**config.mk**
```make
export PLATFORM = sky130hd
export DESIGN_NAME = periph_access_seq
export DESIGN_NICKNAME = d
export VERILOG_FILES = /design/src/rtl/pas_pkg.sv /design/src/rtl/pas_decode.sv /design/src/rtl/pas_fsm.sv /design/src/rtl/pas_datapath.sv /design/src/rtl/periph_access_seq.sv
export SDC_FILE = /design/constraint.sdc
export NUM_CORES = 1
export LEC_CHECK = 0
export ABC_CLOCK_PERIOD_IN_PS = 3000
export BUFFER_PORTS_ARGS = -buffer_cell sky130_fd_sc_hd__buf_2
export CAP_MARGIN = 20
export CORE_ASPECT_RATIO = 0.9
export CORE_UTILIZATION = 54
export DETAILED_ROUTE_END_ITERATION = 6
export PLACE_DENSITY_LB_ADDON = 0.12
export SKIP_LAST_GASP = 1
export SLEW_MARGIN = 20
export SYNTH_ARGS = -nofsm -noshare
export SYNTH_HDL_FRONTEND = slang
export SYNTH_SLANG_ARGS = --single-unit
```
**constraint.sdc**
```tcl
create_clock -name clk -period 3 [get_ports clk]
set_input_delay 0.15 -clock clk [delete_from_list [all_inputs] [get_ports clk]]
set_output_delay 0.15 -clock clk [all_outputs]
set_load 0.03 [all_outputs]
```
**src/rtl/pas_pkg.sv**
```systemverilog
package pas_pkg;

    typedef enum logic [1:0] {
        ST_IDLE,
        ST_T1,
        ST_T2,
        ST_T3
    } bus_state_e;

    typedef struct packed {
        logic wide;
        logic slow;
    } reg_attr_t;

endpackage

```
**src/rtl/pas_decode.sv**
```systemverilog
module pas_decode
    import pas_pkg::*;
#(
    parameter int ADDR_W  = 16,
    parameter int NUM_WIN = 4,
    parameter logic [NUM_WIN-1:0][ADDR_W-1:0] WIN_BASE  = {16'hFF80, 16'hFF80, 16'hFF40, 16'hFF00},
    parameter logic [NUM_WIN-1:0][ADDR_W-1:0] WIN_LIMIT = {16'hFFFF, 16'hFFBF, 16'hFF7F, 16'hFF3F},
    parameter logic [NUM_WIN-1:0] WIN_WIDE  = 4'b0011,
    parameter logic [NUM_WIN-1:0] WIN_SLOW  = 4'b0101,
    parameter logic DFLT_WIDE = 1'b0,
    parameter logic DFLT_SLOW = 1'b1
) (
    input  logic [ADDR_W-1:0] addr,
    output reg_attr_t         attr
);

    logic [NUM_WIN-1:0] hit;

    for (genvar gi = 0; gi < NUM_WIN; gi++) begin : g_win
        assign hit[gi] = (addr >= WIN_BASE[gi]) && (addr <= WIN_LIMIT[gi]);
    end

    // walk from highest to lowest index so the lowest matching window wins
    always_comb begin
        attr.wide = DFLT_WIDE;
        attr.slow = DFLT_SLOW;
        for (int i = NUM_WIN - 1; i >= 0; i--) begin
            if (hit[i]) begin
                attr.wide = WIN_WIDE[i];
                attr.slow = WIN_SLOW[i];
            end
        end
    end

endmodule

```
**src/rtl/pas_fsm.sv**
```systemverilog
module pas_fsm
    import pas_pkg::*;
(
    input  logic       clk,
    input  logic       rst_n,
    input  logic       start,
    input  logic       bad,
    input  logic       slow,
    input  logic       split,
    output bus_state_e state,
    output logic       half,
    output logic       last,
    output logic       done,
    output logic       err
);

    bus_state_e state_q, state_d;
    logic       slow_q, split_q, half_q, done_q, err_q;
    logic       more;
    logic       go;
    logic       reject;

    assign go     = (state_q == ST_IDLE) && start && !bad;
    assign reject = (state_q == ST_IDLE) && start && bad;
    assign last   = (state_q == ST_T3) || ((state_q == ST_T2) && !slow_q);
    assign more   = split_q && !half_q;

    always_comb begin
        state_d = state_q;
        unique case (state_q)
            ST_IDLE: state_d = go ? ST_T1 : ST_IDLE;
            ST_T1:   state_d = ST_T2;
            ST_T2:   state_d = slow_q ? ST_T3 : (more ? ST_T1 : ST_IDLE);
            ST_T3:   state_d = more ? ST_T1 : ST_IDLE;
        endcase
    end

    // state register
    always_ff @(posedge clk or negedge rst_n) begin
        if (!rst_n) state_q <= ST_IDLE;
        else        state_q <= state_d;
    end

    // attribute and response registers
    always_ff @(posedge clk or negedge rst_n) begin
        if (!rst_n) begin
            slow_q  <= 1'b0;
            split_q <= 1'b0;
            half_q  <= 1'b0;
            done_q  <= 1'b0;
            err_q   <= 1'b0;
        end else begin
            if (go) begin
                slow_q  <= slow;
                split_q <= split;
                half_q  <= 1'b0;
            end else if (last && more) begin
                half_q  <= 1'b1;
            end
            done_q <= reject || (last && !more);
            err_q  <= reject;
        end
    end

    assign state = state_q;
    assign half  = half_q;
    assign done  = done_q;
    assign err   = err_q;

    // a rejected request never leaves IDLE
    p_reject_stays_idle_r8: assert property (@(posedge clk) disable iff (!rst_n)
        reject |=> (state_q == ST_IDLE));

    // a three-state cycle always passes through T3 after T2
    p_slow_reaches_t3_r3: assert property (@(posedge clk) disable iff (!rst_n)
        (state_q == ST_T2 && slow_q) |=> (state_q == ST_T3));

endmodule

```
**src/rtl/pas_datapath.sv**
```systemverilog
module pas_datapath
    import pas_pkg::*;
#(
    parameter int ADDR_W = 16,
    parameter int DATA_W = 16
) (
    input  logic              clk,
    input  logic              rst_n,
    input  logic              start,
    input  logic              req_write,
    input  logic              req_word,
    input  logic [ADDR_W-1:0] req_addr,
    input  logic [DATA_W-1:0] req_wdata,
    input  logic              wide,
    input  bus_state_e        state,
    input  logic              half,
    input  logic              last,
    input  logic [DATA_W-1:0] bus_rdata,
    output logic              bus_active,
    output logic [ADDR_W-1:0] bus_addr,
    output logic              bus_rd,
    output logic              bus_wr,
    output logic [DATA_W-1:0] bus_wdata,
    output logic [DATA_W-1:0] rdata
);

    localparam int LANE_W = DATA_W / 2;

    logic [ADDR_W-1:0] addr_q;
    logic [DATA_W-1:0] wdata_q, rdata_q;
    logic              write_q, wide_q, word_q;
    logic              split_q, strobe;

    always_ff @(posedge clk or negedge rst_n) begin
        if (!rst_n) begin
            addr_q  <= '0;
            wdata_q <= '0;
            write_q <= 1'b0;
            wide_q  <= 1'b0;
            word_q  <= 1'b0;
        end else if (start) begin
            addr_q  <= req_addr;
            wdata_q <= req_wdata;
            write_q <= req_write;
            wide_q  <= wide;
            word_q  <= req_word;
        end
    end

    assign split_q    = word_q && !wide_q;
    assign bus_active = (state != ST_IDLE);
    assign strobe     = (state == ST_T2) || (state == ST_T3);
    assign bus_rd     = strobe && !write_q;
    assign bus_wr     = strobe && write_q;
    assign bus_addr   = bus_active ? (addr_q + ADDR_W'(half)) : '0;

    always_comb begin
        bus_wdata = '0;
        if (bus_active && write_q) begin
            if (wide_q)       bus_wdata = wdata_q;
            else if (split_q) bus_wdata = {{LANE_W{1'b0}}, half ? wdata_q[LANE_W-1:0]
                                                                : wdata_q[DATA_W-1:LANE_W]};
            else              bus_wdata = {{LANE_W{1'b0}}, wdata_q[LANE_W-1:0]};
        end
    end

    // read data is captured at the end of the last state of each bus cycle
    always_ff @(posedge clk or negedge rst_n) begin
        if (!rst_n) begin
            rdata_q <= '0;
        end else if (start) begin
            rdata_q <= '0;
        end else if (last && !write_q) begin
            if (wide_q)       rdata_q <= bus_rdata;
            else if (!split_q) rdata_q <= {{LANE_W{1'b0}}, bus_rdata[LANE_W-1:0]};
            else if (!half)   rdata_q[DATA_W-1:LANE_W] <= bus_rdata[LANE_W-1:0];
            else              rdata_q[LANE_W-1:0]      <= bus_rdata[LANE_W-1:0];
        end
    end

    assign rdata = rdata_q;

    // address held while a strobe is up
    p_addr_hold_r4: assert property (@(posedge clk) disable iff (!rst_n)
        (bus_rd || bus_wr) |-> $stable(bus_addr));

    // a strobe only rises after an active state without strobe (T1)
    p_strobe_after_t1_r4: assert property (@(posedge clk) disable iff (!rst_n)
        ($rose(bus_rd) || $rose(bus_wr)) |-> $past(bus_active));

endmodule

```
**src/rtl/periph_access_seq.sv**
```systemverilog
module periph_access_seq
    import pas_pkg::*;
#(
    parameter int ADDR_W  = 16,
    parameter int DATA_W  = 16,
    parameter int NUM_WIN = 4,
    parameter logic [NUM_WIN-1:0][ADDR_W-1:0] WIN_BASE  = {16'hFF80, 16'hFF80, 16'hFF40, 16'hFF00},
    parameter logic [NUM_WIN-1:0][ADDR_W-1:0] WIN_LIMIT = {16'hFFFF, 16'hFFBF, 16'hFF7F, 16'hFF3F},
    parameter logic [NUM_WIN-1:0] WIN_WIDE  = 4'b0011,
    parameter logic [NUM_WIN-1:0] WIN_SLOW  = 4'b0101
) (
    input  logic              clk,
    input  logic              rst_n,
    input  logic              req_valid,
    input  logic              req_write,
    input  logic              req_word,
    input  logic [ADDR_W-1:0] req_addr,
    input  logic [DATA_W-1:0] req_wdata,
    output logic              busy,
    output logic              resp_done,
    output logic              resp_err,
    output logic [DATA_W-1:0] resp_rdata,
    output logic              bus_active,
    output logic [ADDR_W-1:0] bus_addr,
    output logic              bus_rd,
    output logic              bus_wr,
    output logic [DATA_W-1:0] bus_wdata,
    input  logic [DATA_W-1:0] bus_rdata
);

    reg_attr_t  attr;
    bus_state_e state;
    logic       half, last;
    logic       start, bad, split;

    pas_decode #(
        .ADDR_W   (ADDR_W),
        .NUM_WIN  (NUM_WIN),
        .WIN_BASE (WIN_BASE),
        .WIN_LIMIT(WIN_LIMIT),
        .WIN_WIDE (WIN_WIDE),
        .WIN_SLOW (WIN_SLOW)
    ) u_decode (
        .addr(req_addr),
        .attr(attr)
    );

    assign busy  = (state != ST_IDLE);
    assign start = req_valid && !busy;
    assign bad   = req_word ? req_addr[0] : attr.wide;
    assign split = req_word && !attr.wide;

    pas_fsm u_fsm (
        .clk  (clk),
        .rst_n(rst_n),
        .start(start),
        .bad  (bad),
        .slow (attr.slow),
        .split(split),
        .state(state),
        .half (half),
        .last (last),
        .done (resp_done),
        .err  (resp_err)
    );

    pas_datapath #(
        .ADDR_W(ADDR_W),
        .DATA_W(DATA_W)
    ) u_datapath (
        .clk       (clk),
        .rst_n     (rst_n),
        .start     (start),
        .req_write (req_write),
        .req_word  (req_word),
        .req_addr  (req_addr),
        .req_wdata (req_wdata),
        .wide      (attr.wide),
        .state     (state),
        .half      (half),
        .last      (last),
        .bus_rdata (bus_rdata),
        .bus_active(bus_active),
        .bus_addr  (bus_addr),
        .bus_rd    (bus_rd),
        .bus_wr    (bus_wr),
        .bus_wdata (bus_wdata),
        .rdata     (resp_rdata)
    );

    // completion is only reported once the bus is released
    p_done_when_idle_r9: assert property (@(posedge clk) disable iff (!rst_n)
        resp_done |-> !busy && !bus_active);

    // an error always comes with done and empty read data
    p_err_with_done_r8: assert property (@(posedge clk) disable iff (!rst_n)
        resp_err |-> resp_done && (resp_rdata == '0));

    // the two strobes never overlap
    p_strobe_excl_r4: assert property (@(posedge clk) disable iff (!rst_n)
        !(bus_rd && bus_wr));

endmodule

```
==> results of run 1 <==
layer usage:
metal,global-route usage [%],vias to the layer above,share of wire [%]
met4,7.54,0,0.98
met2,41.9,77,48
li1,-,1363,-
met1,35.6,1292,46
met5,0,-,0
met3,7.50,6,5.0
final timing paths:
check | start | end | slack, ns | cells after the start
max reg2reg | u_datapath.wide_q | u_datapath.rdata[6] | 1.20 | 5
max | u_fsm.half | bus_addr[14] | 0.69 | 7
max in group asynchronous | rst_n | u_datapath.wdata_q[14] | 2.03 | 3
min in group asynchronous | rst_n | u_datapath.rdata[13] | 0.38 | 2
min | req_addr[3] | u_datapath.addr_q[3] | 0.008 | 3
min reg2reg | u_datapath.wdata_q[6] | u_datapath.wdata_q[6] | 0.47 | 2
critical path: stages (launching register included):
cell     delay (ns)
dfrtp_1        0.44
ha_1           0.25
ha_1           0.24
nand4_1        0.17
nor4_1         0.36
xnor2_1        0.16
nor2_1         0.05
buf_2          0.17
power groups by stage:
stage	Clock [mW]	Sequential, mW	Combinational, mW
5_1_grt	0.759	1.43	2.19
3_5_place_dp	0	1.39	1.99
2_1_floorplan	0	1.45	1.40
3_3_place_gp	0	1.38	1.95
6_report	0.709	1.39	1.99
4_1_cts	0.725	1.38	2.00
cell families (layout without fill, tap and decap cells):
group,after synthesis,in the layout,share of synthesized area (%)
AO/OA/AOI/OAI,34,34,7.67
XOR/XNOR,12,12,3.50
adder cells (fa/ha/maj),2,2,0.834
buffers and inverters,23,141,4.38
flip-flops,58,58,48.4
multiplexers,17,17,5.67
AND/OR/NAND/NOR,193,193,29.6
cells in the mapped netlist, types with 2 or more instances:
cell / count / area (um2)
a21oi_1: 3 / 15.0
a22oi_1: 8 / 60.1
and2_1: 4 / 25.0
and3_1: 8 / 50.1
buf_1: 2 / 7.51
buf_2: 5 / 25.0
buf_4: 2 / 15.0
buf_6: 4 / 45.0
clkbuf_1: 3 / 11.3
dfrtp_1: 58 / 1450
ha_1: 2 / 25.0
inv_1: 6 / 22.5
mux2i_1: 17 / 170
nand2_1: 112 / 420
nand2b_1: 2 / 12.5
nand3_1: 4 / 20.0
nand4_1: 7 / 43.8
nor2_1: 27 / 101
nor2_2: 8 / 50.1
nor2b_1: 2 / 12.5
nor3_1: 4 / 20.0
nor3b_2: 2 / 25.0
nor4_1: 5 / 31.3
o21ai_0: 7 / 35.0
o21ai_1: 8 / 40.0
xnor2_1: 8 / 70.1
xor2_1: 4 / 35.0
registers in the layout, indices dropped and copies added, names as in the netlist:
signal / flops
u_fsm.split_q: 1
u_datapath.wdata_q: 16
u_datapath.write_q: 1
u_fsm.half: 1
u_datapath.rdata: 16
u_datapath.addr_q: 16
u_fsm.err: 1
u_fsm.slow_q: 1
u_datapath.word_q: 1
u_datapath.wide_q: 1
u_fsm.state: 2
u_fsm.done: 1
through the flow:
| stage | hold WS (ns) | setup slack, ns |
|---|---|---|
| global placement | 0.339 | 1.11 |
| floorplan | -0.146 | 1.07 |
| detailed placement | 0.341 | 1.04 |
| CTS | 0.0000553 | 0.677 |
| finish | 0.00828 | 0.685 |
| global route | 0.00684 | 0.525 |
timing repair:
item | in CTS | in global routing
hold endpoints to repair | 5 | 50
endpoints found under the setup margin | 0 | 0
hold buffers | 5 | 2
final cells by class:
cell class,count,share of cell area (%)
clock buffers,11,3.70
clock inverters,5,1.41
inverters,6,0.589
multi-input cells,258,37.2
flip-flops and latches,58,37.9
well taps,67,2.19
repair buffers,119,16.9
==> results.json, run 1 <==
{
  "finalSetupViolCount": 0,
  "netlist_area_mm2": 0.00300,
  "fp.dieW_um": 80.6,
  "grt_start_max_net_pins": 51,
  "worstSetupPathType": "reg -> out",
  "regArea_mm2": 0.00145,
  "drt-pass1-iter-count": 4,
  "drc": 0,
  "hold_violations": 0,
  "syn_inst": 339,
  "start_kind": "flop",
  "insertedDiodeCount": 0,
  "antenna_found_initial": 0,
  "maxSlewHeadroom_pct": 58.1,
  "clock_skew_ns": 0.00858,
  "cap_violations": 0,
  "yosysUniqueCellTypes": 44,
  "ys_seq_area_share_pct": 48.4,
  "clk_latency_ns": 0.33,
  "drive_gt1_share_pct": 31.5,
  "ys_warn_count": 0,
  "fillers": 444,
  "grt_overflow_total": 0,
  "status": "finished, final reports clean",
  "async_flop_share_pct": 100,
  "cts_max_level": 3,
  "gp_congestion": 0.850,
  "cts_root_buf": "clkbuf_8",
  "drt_wl_total_mm": 7.33,
  "slew_viol_final": 0,
  "finalPower_mw": 4.10,
  "dpl.hpwl_mm": 5.16,
  "cts.clk_slew.worst_paths_ns": 0.06,
  "max_freq_mhz": 432,
  "pwr-share-clk_pct": 17.3,
  "route.detailed.vias_per_inst": 5.23,
  "power_frac_seq_pct": 34.0,
  "grt_pass1_vias": 2537,
  "cts_made_buffers": 9,
  "end_kind": "output pin",
  "clock-sinks": 58,
  "nNetsFinal": 507,
  "pwr_density_cell_mw_per_mm2": 1070,
  "syn2layout_area_growth_pct": 27.4,
  "dieArea_mm2": 0.00586,
  "min_path_type": "in -> reg",
  "ys.flop_type": "dfrtp_1",
  "p_sw_share_pct": 47.2,
  "fin_util_pct": 71.9,
  "cts_tree": "built",
  "cts_setup_buffers": 0,
  "core_area_mm2": 0.00532,
  "clockBufferDepth": 2,
  "rsz0062_at_grt": "no",
  "synth-edff-count": 0,
  "cts-resized-gates": 0,
  "worst-endpoint-arrival_ns": 2.16,
  "p_int_mw": 2.16,
  "multi_input_area_mm2": 0.00142,
  "port_buffers": 106,
  "ios": 107,
  "comb_power_share_pct": 48.7,
  "post_drt_wl_per_cell_um": 14.0,
  "synth_seq_cells": 58,
  "grt_pass1_wl_mm": 11.5,
  "drtIter0Drc": 157,
  "leakage_nw": 2.02,
  "tightest_slew_ns": 0.628,
  "power.switching_mw": 1.93,
  "path_max_fanout": 5,
  "grt_util_all_layers_pct": 26.4,
  "via_count": 2738,
  "final_cell_area_mm2": 0.00382,
  "dieHeight_um": 72.7,
  "dp.cells": 501,
  "post-route-period-util_pct": 77.2,
  "period_minus_slack_ns": 2.31,
  "syn-num-nets": 394,
  "setup_tns_ns": 0,
  "peakVddDrop_uv": 665,
  "fin_cells": 524,
  "ant_nets": 0,
  "synth_area_per_cell_um2": 8.85,
  "cp.required_ns": 2.85,
  "row_count": 25,
  "dpl_cell_area_mm2": 0.00356,
  "start_util_pct": 56.4,
  "layout_commonest_cell": "nand2_1",
  "mostFrequentLayoutCells": "nand2_1, buf_2, dfrtp_1"
}
No activity file was read; power rests on OpenSTA's default activity.
==> run 2: changes to the inputs <==
ABC_CLOCK_PERIOD_IN_PS = 2200   (was 3000)
CORE_UTILIZATION = 50   (was 54)
clock period = 2.2 ns   (was 3 ns; I/O delays follow)
==> run 2 against run 1 <==
Effect of this change: cell area up 6.4%; via count grew 3.0%; combinational power rose by 40%; count of clock-buffer cells in the layout up 3; clock power is 26% higher; routed wire length increased by 4.4%; clock skew shrank 0.00087 ns; register-to-register slack lost 0.64 ns; critical path depth stayed put; first-iteration DRC count increased by 1.9%; die area increased by 7.8%; critical path type unchanged; highest routed layer unchanged.
==> results.json, run 2 (synthesized netlist as in run 1, its figures left out) <==
{
  "status": "finished, final reports clean",
  "cts_max_level": 3,
  "grt_overflow_total": 0,
  "worst-endpoint-arrival_ns": 1.96,
  "post-route-period-util_pct": 94.0,
  "dpl_cell_area_mm2": 0.00358,
  "insertedDiodeCount": 0,
  "path_max_fanout": 4,
  "tightest_slew_ns": 0.908,
  "gp_congestion": 0.787,
  "cts_made_buffers": 9,
  "min_path_type": "in -> reg",
  "layout_setup_ws_ns": 0.133,
  "drt_wl_total_mm": 7.66,
  "critPathBufInv": 1,
  "clockBufferDepth": 2,
  "drive_gt1_share_pct": 31.0,
  "dpl.hpwl_mm": 5.25,
  "period_minus_slack_ns": 2.07,
  "fillers": 478,
  "cap_violations": 0,
  "reg2reg_slack_ns": 0.56,
  "end_kind": "output pin",
  "drc": 0,
  "grt_pass1_wl_mm": 12.1,
  "cts.clk_slew.worst_paths_ns": 0.06,
  "route.detailed.vias_per_inst": 5.12,
  "mostFrequentLayoutCells": "nand2_1, buf_2, dfrtp_1",
  "crit_path_end": "bus_addr[14]",
  "clock_skew_ns": 0.00771,
  "via_count": 2819,
  "nNetsFinal": 531,
  "drtIter0Drc": 160,
  "hold_violations": 0,
  "row_count": 26,
  "start_util_pct": 52.4,
  "antenna_found_initial": 0,
  "worstSetupPathType": "reg -> out",
  "clk_latency_ns": 0.33,
  "grt_util_all_layers_pct": 25.0,
  "slowest_delay_ns": 0.37,
  "fp.dieW_um": 83.7,
  "leakage_nw": 2.12,
  "layout_commonest_cell": "nand2_1",
  "peakVddDrop_uv": 1080,
  "reg2reg_depth": 4,
  "cts_root_buf": "clkbuf_8",
  "setup_tns_ns": 0,
  "start_kind": "flop",
  "drt-pass1-iter-count": 4,
  "finalSetupViolCount": 0,
  "r2r-start": "u_fsm.state[1]",
  "regToRegEndpoint": "u_fsm.slow_q",
  "ios": 107,
  "slew_viol_final": 0,
  "maxSlewHeadroom_pct": 39.4,
  "clock-sinks": 58,
  "crit_slowest_cell": "dfrtp_1",
  "crit_family": "simple AND/OR/NAND/NOR gates",
  "grt_start_max_net_pins": 41,
  "cp_cell_sequence": "ha_2 -> ha_4 -> nand4_1 -> nor4_2 -> xnor2_1 -> nor2_1 -> clkbuf_4",
  "rsz0062_at_grt": "no",
  "port_buffers": 106,
  "cts_tree": "built",
  "final_cell_area_mm2": 0.00407,
  "dieHeight_um": 75.5,
  "cp.required_ns": 2.09,
  "core_area_mm2": 0.00573,
  "crit_path_start": "u_fsm.half",
  "syn2layout_area_growth_pct": 35.6,
  "grt_pass1_vias": 2555,
  "cp_num_cells": 7,
  "post_drt_wl_per_cell_um": 13.9,
  "pwr_density_cell_mw_per_mm2": 1370,
  "dieArea_mm2": 0.00632,
  "ant_nets": 0,
  "fin_util_pct": 71.1,
  "finalPower_mw": 5.57,
  "dp_slack_ns": 0.262,
  "max_freq_mhz": 484
}
run 2: repair_timing:
item	4_1_cts	5_1_grt
setup buffers	1	0
hold buffers	28	0
hold endpoints to repair	65	0
pin swaps	0	1
setup endpoints to repair	1	4
gates resized for setup	1	4
run 2: stage by stage:
step	hold slack, ns	cells
after floorplan	-0.186	339
after global placement	0.283	506
after detailed placement	0.288	506
after CTS	0.00519	551
after global routing	0.0149	551
final	0.0163	551
run 2: metal layers:
layer / share of wire (%) / wire [um] / track usage, %
met1: 45 / 3450 / 33.3
met2: 49 / 3760 / 41.2
met3: 4.6 / 355 / 4.66
met4: 1.2 / 93 / 11.1
met5: 0 / 0 / 0
run 2: area by class of cell:
type	count	area (um2)	area share, %
clock buffers	14	173	4.24
clock inverters	2	10.0	0.246
inverters	6	22.5	0.553
multi-input cells	258	1450	35.5
flip-flops and latches	58	1450	35.7
well taps	70	87.6	2.15
repair buffers	143	881	21.6
run 2: worst min-delay path: cells and delay by family:
| kind | cells | cell delay (ns) |
|---|---|---|
| and+or+nand+nor | 2 | 0.10 |
| buffers and inverters | 1 | 0.10 |
run 2: worst min path at each step:
stage | from | endpoint | cells after the start | slack [ns]
floorplan | rst_n | u_datapath.addr_q[0] | 0 | -0.19
global placement | rst_n | u_datapath.rdata[9] | 1 | 0.28
detailed placement | rst_n | u_datapath.rdata[3] | 1 | 0.29
CTS | req_addr[11] | u_datapath.addr_q[11] | 3 | 0.005
global route | req_addr[11] | u_datapath.addr_q[11] | 3 | 0.01
finish | req_addr[11] | u_datapath.addr_q[11] | 3 | 0.02
run 2: power breakdown:
part,internal (mW),switching (mW)
sequential,1.50,0.393
clock,0.498,0.392
combinational,0.954,1.83
total,2.96,2.62
==> run 3: changes to the inputs <==
ABC_AREA = 1   (was default)
==> run 3 against run 2 <==
Effect of this change: fmax up 2.2%; register-to-register slack worse by 0.03 ns; hold slack worse by 0.0037 ns; sequential share of layout area down 0.22 points; die area up 3.5%; first-iteration DRC count up 11%; critical path depth up 2; combinational power up 6%; count of clock-buffer cells in the layout down 1; largest cell class unchanged.
==> results.json, run 3 <==
{
  "route.detailed.vias_per_inst": 5.06,
  "regToRegEndpoint": "u_datapath.wdata_q[1]",
  "slew_viol_final": 0,
  "setup_tns_ns": 0,
  "mostFrequentLayoutCells": "nand2_1, buf_2, dfrtp_1",
  "syn_inst": 415,
  "cp.required_ns": 2.09,
  "via_count": 3127,
  "worst-endpoint-arrival_ns": 1.91,
  "wl_met1_mm": 3.50,
  "dieHeight_um": 76.8,
  "syn-num-nets": 470,
  "yosysMostFrequentCell": "nand2_1",
  "ys_warn_count": 0,
  "start_kind": "flop",
  "min-delay-start": "req_addr[6]",
  "worstSetupPathType": "reg -> out",
  "fp.dieW_um": 85.1,
  "holdPathEnd": "u_datapath.addr_q[6]",
  "regArea_mm2": 0.00145,
  "synthTopCellsByArea": "dfrtp_1, nand2_1, o21ai_0",
  "status": "finished, final reports clean",
  "yosysUniqueCellTypes": 25,
  "tightest_slew_ns": 0.578,
  "core_area_mm2": 0.00582,
  "clock-sinks": 58,
  "reg2reg_slack_ns": 0.53,
  "syn2layout_area_growth_pct": 31.8,
  "min_path_type": "in -> reg",
  "netlist_area_mm2": 0.00311,
  "leakage_nw": 2.25,
  "ys.flop_type": "dfrtp_1",
  "dp.cells": 579,
  "fillers": 499,
  "dieArea_mm2": 0.00654,
  "peakVddDrop_uv": 673,
  "fin_hold_ws_ns": 0.0126,
  "grt_start_max_net_pins": 41,
  "ios": 107,
  "drt_wl_total_mm": 7.91,
  "grt_pass1_wl_mm": 13.4,
  "reg2reg_depth": 6,
  "port_buffers": 106,
  "post_drt_wl_per_cell_um": 12.8,
  "top_layer": "met4",
  "maxSlewHeadroom_pct": 61.5,
  "synth_area_per_cell_um2": 7.49,
  "multi_input_area_mm2": 0.00138,
  "path_max_fanout": 7,
  "ys_seq_area_share_pct": 46.7,
  "antenna_found_initial": 0,
  "async_flop_share_pct": 100,
  "hold_violations": 0,
  "insertedDiodeCount": 0,
  "drc": 0,
  "dp_slack_ns": 0.486,
  "synth_seq_cells": 58,
  "final_cell_area_mm2": 0.00410,
  "grt_pass1_vias": 2959,
  "post-route-period-util_pct": 92.0,
  "max_freq_mhz": 494,
  "cts.clk_slew.worst_paths_ns": 0.06,
  "grt_util_all_layers_pct": 26.4,
  "cts_made_buffers": 9,
  "drtIter0Drc": 178,
  "gp_congestion": 0.851,
  "dpl_cell_area_mm2": 0.00368,
  "nNetsFinal": 599,
  "layout_commonest_cell": "nand2_1",
  "clk_latency_ns": 0.32,
  "cts_root_buf": "clkbuf_8",
  "synth.top_cells.by_count": "nand2_1, dfrtp_1, inv_1",
  "layout_setup_ws_ns": 0.177,
  "fin_cells": 618,
  "grt_overflow_total": 0,
  "rsz0062_at_grt": "no",
  "dpl.hpwl_mm": 5.47,
  "end_kind": "output pin",
  "clockBufferDepth": 2,
  "synth_top_area_share_pct": 46.7,
  "start_util_pct": 53.4,
  "wl_met3_um": 515,
  "yosys.area.top_type": "dfrtp_1",
  "min_path_cells": 3,
  "period_minus_slack_ns": 2.02,
  "r2r-start": "u_fsm.state[1]",
  "clock_skew_ns": 0.00426,
  "finalSetupViolCount": 0,
  "synth-edff-count": 0,
  "drt-pass1-iter-count": 5,
  "pwr_density_cell_mw_per_mm2": 1390,
  "drive_gt1_share_pct": 27.2,
  "finalPower_mw": 5.68,
  "wl_met2_mm": 3.76,
  "row_count": 26,
  "cts_max_level": 3,
  "ant_nets": 0,
  "fin_util_pct": 70.3,
  "cap_violations": 0,
  "cts_tree": "built"
}
## run 3: critical path: stages, from the launching register on
cell and delay [ns]:
dfrtp_1 0.35, ha_1 0.18, ha_1 0.19, nand3_1 0.15, nor2_4 0.19, nand4_1 0.10, nand2_1 0.08, nand2_1 0.05
nor2_1 0.10, buf_2 0.20
## run 3: cell families after synthesis
| kind of cell | count (synthesis) | share of synthesized area, % |
|---|---|---|
| fa+ha+maj | 2 | 0.805 |
| buf+inv | 66 | 9.10 |
| simple gates | 220 | 31.1 |
| compound gates | 68 | 12.0 |
| xor+xnor | 1 | 0.282 |
| flops | 58 | 46.7 |
## run 3: what timing repair did
action,CTS,global route
setup buffers,0,0
hold endpoints to repair,46,0
resized for setup,0,2
setup endpoints to repair,0,3
hold buffers,24,0
## run 3: how the worst max path moves through the flow
stage,start,end,cells after the start
global placement,u_fsm.half,bus_addr[12],9
floorplan,u_fsm.half,bus_addr[12],8
detailed placement,u_datapath.addr_q[0],bus_addr[14],9
CTS,u_fsm.half,bus_addr[14],9
finish,u_fsm.half,bus_addr[14],9
global route,u_datapath.addr_q[0],bus_addr[14],9
## run 3: final cells by class
cell class              count  share of cell area (%)
clock buffers              13                    3.88
clock inverters             2                   0.306
inverters                  50                    4.64
multi-input cells         291                    33.7
flip-flops and latches     58                    35.4
well taps                  70                    2.14
repair buffers            134                    19.9
## run 3: routing by layer
metal,vias up,track usage [%]
met3,13,6.67
met2,119,42.3
met5,-,0
met1,1424,34.3
met4,0,10.5
li1,1571,-
## run 3: report_power, final
group          internal [mW]  leakage [nW]  switching (mW)  total [mW]
Combinational          0.852          1.43            2.09        2.95
Sequential              1.54         0.737           0.332        1.87
Clock                  0.463        0.0855           0.401       0.864
